[config.mk]
export PLATFORM = sky130hd
export DESIGN_NAME = seg_xlate
export DESIGN_NICKNAME = d
export VERILOG_FILES = /design/src/rtl/seg_xlate.sv
export SDC_FILE = /design/constraint.sdc
export NUM_CORES = 1
export LEC_CHECK = 0
export CAP_MARGIN = 20
export CORE_UTILIZATION = 53
export DETAILED_ROUTE_END_ITERATION = 7
export HOLD_SLACK_MARGIN = 0.06
export PLACE_DENSITY = 0.8
export SYNTH_ARGS = -nofsm -noshare
export SYNTH_HDL_FRONTEND = slang
export SYNTH_SLANG_ARGS = --single-unit
[constraint.sdc]
create_clock -name clk -period 2.9 [get_ports clk]
set_input_delay 0.29 -clock clk [delete_from_list [all_inputs] [get_ports clk]]
set_output_delay 0.29 -clock clk [all_outputs]
set_load 0.005 [all_outputs]
[src/rtl/seg_xlate.sv]
module seg_xlate #(
  parameter int NSEG = 6,
  parameter int DFLT_SEG = 3,
  localparam int SW = (NSEG > 1) ? $clog2(NSEG) : 1
) (
  input  logic          clk,
  input  logic          rst_n,
  input  logic          wr_en,
  input  logic [SW-1:0] wr_sel,
  input  logic [63:0]   wr_desc,
  input  logic          req,
  input  logic          ovr_en,
  input  logic [SW-1:0] ovr_sel,
  input  logic [31:0]   req_off,
  output logic          vld,
  output logic          flt,
  output logic [31:0]   lin_addr
);

  logic [63:0] dtab [NSEG];

  for (genvar g = 0; g < NSEG; g++) begin : g_seg
    always_ff @(posedge clk or negedge rst_n) begin
      if (!rst_n)
        dtab[g] <= '0;
      else if (wr_en && wr_sel == SW'(g))
        dtab[g] <= wr_desc;
    end
  end

  logic [SW-1:0] seg;
  logic          seg_ok;
  logic [63:0]   desc;

  assign seg    = ovr_en ? ovr_sel : SW'(DFLT_SEG);
  assign seg_ok = {1'b0, seg} < (SW+1)'(NSEG);

  always_comb begin
    desc = '0;
    for (int i = 0; i < NSEG; i++)
      if (seg == SW'(i)) desc = dtab[i];
  end

  logic [31:0] base;
  logic [19:0] lim20;
  logic [31:0] eff_lim;
  logic        bad;

  assign base    = {desc[63:56], desc[39:32], desc[31:16]};
  assign lim20   = {desc[51:48], desc[15:0]};
  assign eff_lim = desc[55] ? {lim20, 12'hFFF} : {12'h000, lim20};
  assign bad     = !seg_ok || !desc[47] || desc[53] || (req_off > eff_lim);

  always_ff @(posedge clk or negedge rst_n) begin
    if (!rst_n) begin
      vld      <= 1'b0;
      flt      <= 1'b0;
      lin_addr <= '0;
    end else begin
      vld <= req && !bad;
      flt <= req && bad;
      if (req) lin_addr <= bad ? 32'h0 : req_off + base;
    end
  end

endmodule


==> summary.txt <==
Outcome
  – Status: finished, violations left
  – Failing checks: setup timing

Logic synthesis
  – Synth cell types: 64
  – Number of synthesized flops with an enable pin: 0
  – FFs w/ async S/R, synth: 100.0%
  – Synth Net Count: 1554
  – Avg Inst Size Synth: 12.64 µm²
  – Post-synthesis cell area: approximately 17000 µm²
  – Number of synthesized register bits: 364
  – Mapped Cells: 1383
  – Post-synth top flop: dfrtp_1
  – Syn. warnings: 0
  – Sequential share of the synthesized area: 52.09%

Routing
  – First-pass DRT Iterations: 8
  – Wirelength, routed: a little over 50 mm
  – Routed Antenna Nets: 0
  – Wire per inst: between 20 and 25 µm
  – # DRC: 0
  – Vias: 13680
  – Initial DRC count: 1440
  – Vias per inst: 6.279

Power
  – Flop pwr share: 41.9%
  – Pleak: 10.11 nW
  – Sw Ratio: 28.54%
  – Internal power: 11.55 mW
  – NetSw: 4.613 mW
  – Max IR drop VDD: between 500 and 600 µV
  – Pwr Density: 701.5 nW/µm²
  – Combinational Power Share: a little over a quarter
  – Clock network power share: 31.5%

STA
  – Worst Max-Slew Pin Slew: 978.4 ps
  – Max frequency: around 280 MHz
  – RSZ-0062 raised after global routing: true
  – Skew final: between 15 and 20 ps
  – Final hold vios: 0
  – Final Setup Violations: 34
  – Final worst path period share: 121.9%
  – Final worst path period need: 3536 ps
  – Slew Limit Fails: 0
  – Post-route setup slack: -635.5 ps
  – Slew margin rel.: a little over a third

Setup path
  – RR Endpoint: lin_addr[20]
  – Crit path max-delay family: compound AO/OA/AOI/OAI gates
  – Worst-path cell chain: buf_6, buf_6, buf_6, a31o_4, buf_12, a222oi_1, nand2_1, buf_12, buf_8, mux2i_2, ha_1, a21oi_2, o211ai_1, a31oi_1, o32ai_2, a211oi_2, a21oi_2, a311oi_4, buf_6, buf_6, buf_6, nand3_1, o21ai_1
  – Critical path's slowest cell: ha_1
  – Critical Path Source: ovr_sel[0]
  – FF-to-FF setup slack: -630 ps
  – R2R cell count: 18
  – Startpoint types: input pin
  – Worst path bufs/invs: 9
  – Crit Path Category: input pin to flop
  – WP data required: 3340 ps
  – Critical path capture point type: flop
  – Worst flop-to-flop path startpoint: dtab[119]
  – Critical path depth: 23
  – CP peak stage delay: 340 ps
  – Worst EP arrival: 3980 ps
  – Crit path top cell by count: buf_6
  – Critical path peak fanout: 5

GRT
  – Vias in the first global route: 14410
  – Initial antenna violation count: 0
  – GRT Total Usage: 31.14%
  – GR Overflow Total: 0
  – Pin count of the biggest net entering global routing: 96
  – First-pass GRT wire length: a little over 80 mm

Clock network
  – CTS Buf Count: 39
  – Buffer depth of the longest clock path: 3
  – CTS tree: yes
  – H-tree levels: 2
  – Clock root cell: clkbuf_16
  – Clk sinks: 364
  – Clk_lat worst skew: 540 ps
  – Worst-path clk slew: around 60 ps

Floorplan
  – Die Width: 183.6 µm
  – Die H: 183.6 µm
  – Core Area: 32540 µm²
  – Initial Util: 53.75%
  – IO Pins: 141
  – Row count: 66
  – Die area: ~34000 µm²

Final layout
  – Area Overhead vs Synth: 31.77%
  – Most frequent cells in the layout: dfrtp_1, mux2_2, buf_4, clkdlybuf4s50_1, nand2_1
  – Most common cell after layout, fill and taps aside: dfrtp_1
  – Cell Count, Final, Fillers Out: 2179
  – Post-layout util: 70.82%
  – Layout cell share with drive strength beyond 1: between 40% and 50%
  – Nets: around 1900

Placed design
  – RePlAce Congestion: between 0.9 and 1
  – Post-DP HPWL: 32.65 mm
  – Post-Place Cells: 2068
  – I/O Buffers: 131

Hold path
  – Hold Crit Class: input pin to asynchronous set/reset pin

Run
  – Max-cap violation count: 0
-- metal layers --
| metal | share of wire [%] | routed length (µm) | GRT usage, % | vias to the layer above |
|---|---|---|---|---|
| met1 | 40 | 20450 | 40.19 | 7026 |
| met3 | 7.6 | 3909 | 4.992 | 128 |
| met5 | 0 | 0 | 0 | - |
| li1 | - | - | - | 5884 |
| met2 | 49 | 25240 | 52.68 | 645 |
| met4 | 3.6 | 1872 | 12.07 | 0 |
-- power by group through the flow --
| stage | combinational (mW) | clock [mW] | sequential (mW) |
|---|---|---|---|
| after floorplan | 2.34 | 0 | 6.61 |
| after global placement | 3.70 | 0 | 6.73 |
| after detailed placement | 3.85 | 0 | 6.81 |
| after CTS | 4.16 | 5.12 | 6.75 |
| after global routing | 4.63 | 5.35 | 6.87 |
| final | 4.31 | 5.08 | 6.77 |
-- worst max-delay path by stage --
stage / end
global route: lin_addr[20]
global placement: lin_addr[6]
floorplan: lin_addr[30]
finish: lin_addr[20]
detailed placement: lin_addr[15]
CTS: lin_addr[28]
-- state kept, by name, summed over array words and instances, names as in the netlist --
register,count
lin_addr,32
vld,1
dtab,330
flt,1
-- stage by stage --
step	hold slack [ps]	instance area [µm²]	setup TNS (ps)	worst slack (ps)	power, mW
CTS	428.9	22940	-14010	-502.3	16.03
global route	460.4	23040	-24680	-778.2	16.85
detailed placement	386.5	20880	-50720	-1539	10.66
global placement	373.2	20880	-47650	-1432	10.43
finish	381.8	23040	-19490	-635.5	16.16
floorplan	-5.591	17560	-21740	-832.2	8.944
-- cell type report --
cell class	instances	area, µm²
Antenna cell	1	2.502
Timing Repair Buffer	363	3590
Sequential cell	364	9109
Multi-Input combinational cell	895	8302
Clock inverter	14	168.9
Tap cell	442	553.0
Fill cell	2099	9494
Inverter	44	167.7
Clock buffer	56	1150
-- Yosys cell counts, types with 4 or more instances --
cell      instances  area (µm²)
dfrtp_1         364        9109
mux2_2          330        3716
nand2_1          93       349.1
a222oi_1         83       830.8
clkbuf_1         64       240.2
ha_1             63       788.3
inv_1            44       165.2
nand3_1          40       200.2
o21ai_0          32       160.2
a21oi_1          31       155.2
nor2_1           28       105.1
a22oi_1          21       157.7
a21o_1           20       150.1
xnor2_1          19       166.4
o22ai_1          14       87.58
nand4_1          11       68.82
nor2b_1          10       62.56
xor2_1            9       78.83
mux2i_1           8       80.08
buf_2             7       35.03
a211oi_1          6       45.04
buf_1             6       22.52
nor3_1            6       30.03
o211ai_1          5       37.54
a31oi_1           4       25.02
nand2b_1          4       25.02
nand3b_1          4       30.03
o21a_1            4       30.03
-- kinds of logic after synthesis --
logic type,share of synthesized area [%]
and+or+nand+nor,5.996
xor gates and xnor gates,1.402
DFF,52.09
adders and majority gates,4.622
AOI/OAI and AO/OA,11.37
buffers and inverters,2.812
muxes,21.71
-- what timing repair did --
item | CTS | global route
endpoints found under the setup margin | 34 | 34
hold endpoints to repair | 91 | 0
setup buffers | 35 | 2
pin swaps | 62 | 13
gates resized for setup | 98 | 14
hold buffers | 1 | 0
gates cloned | 5 | 0
No activity file was read; power rests on OpenSTA's default activity.
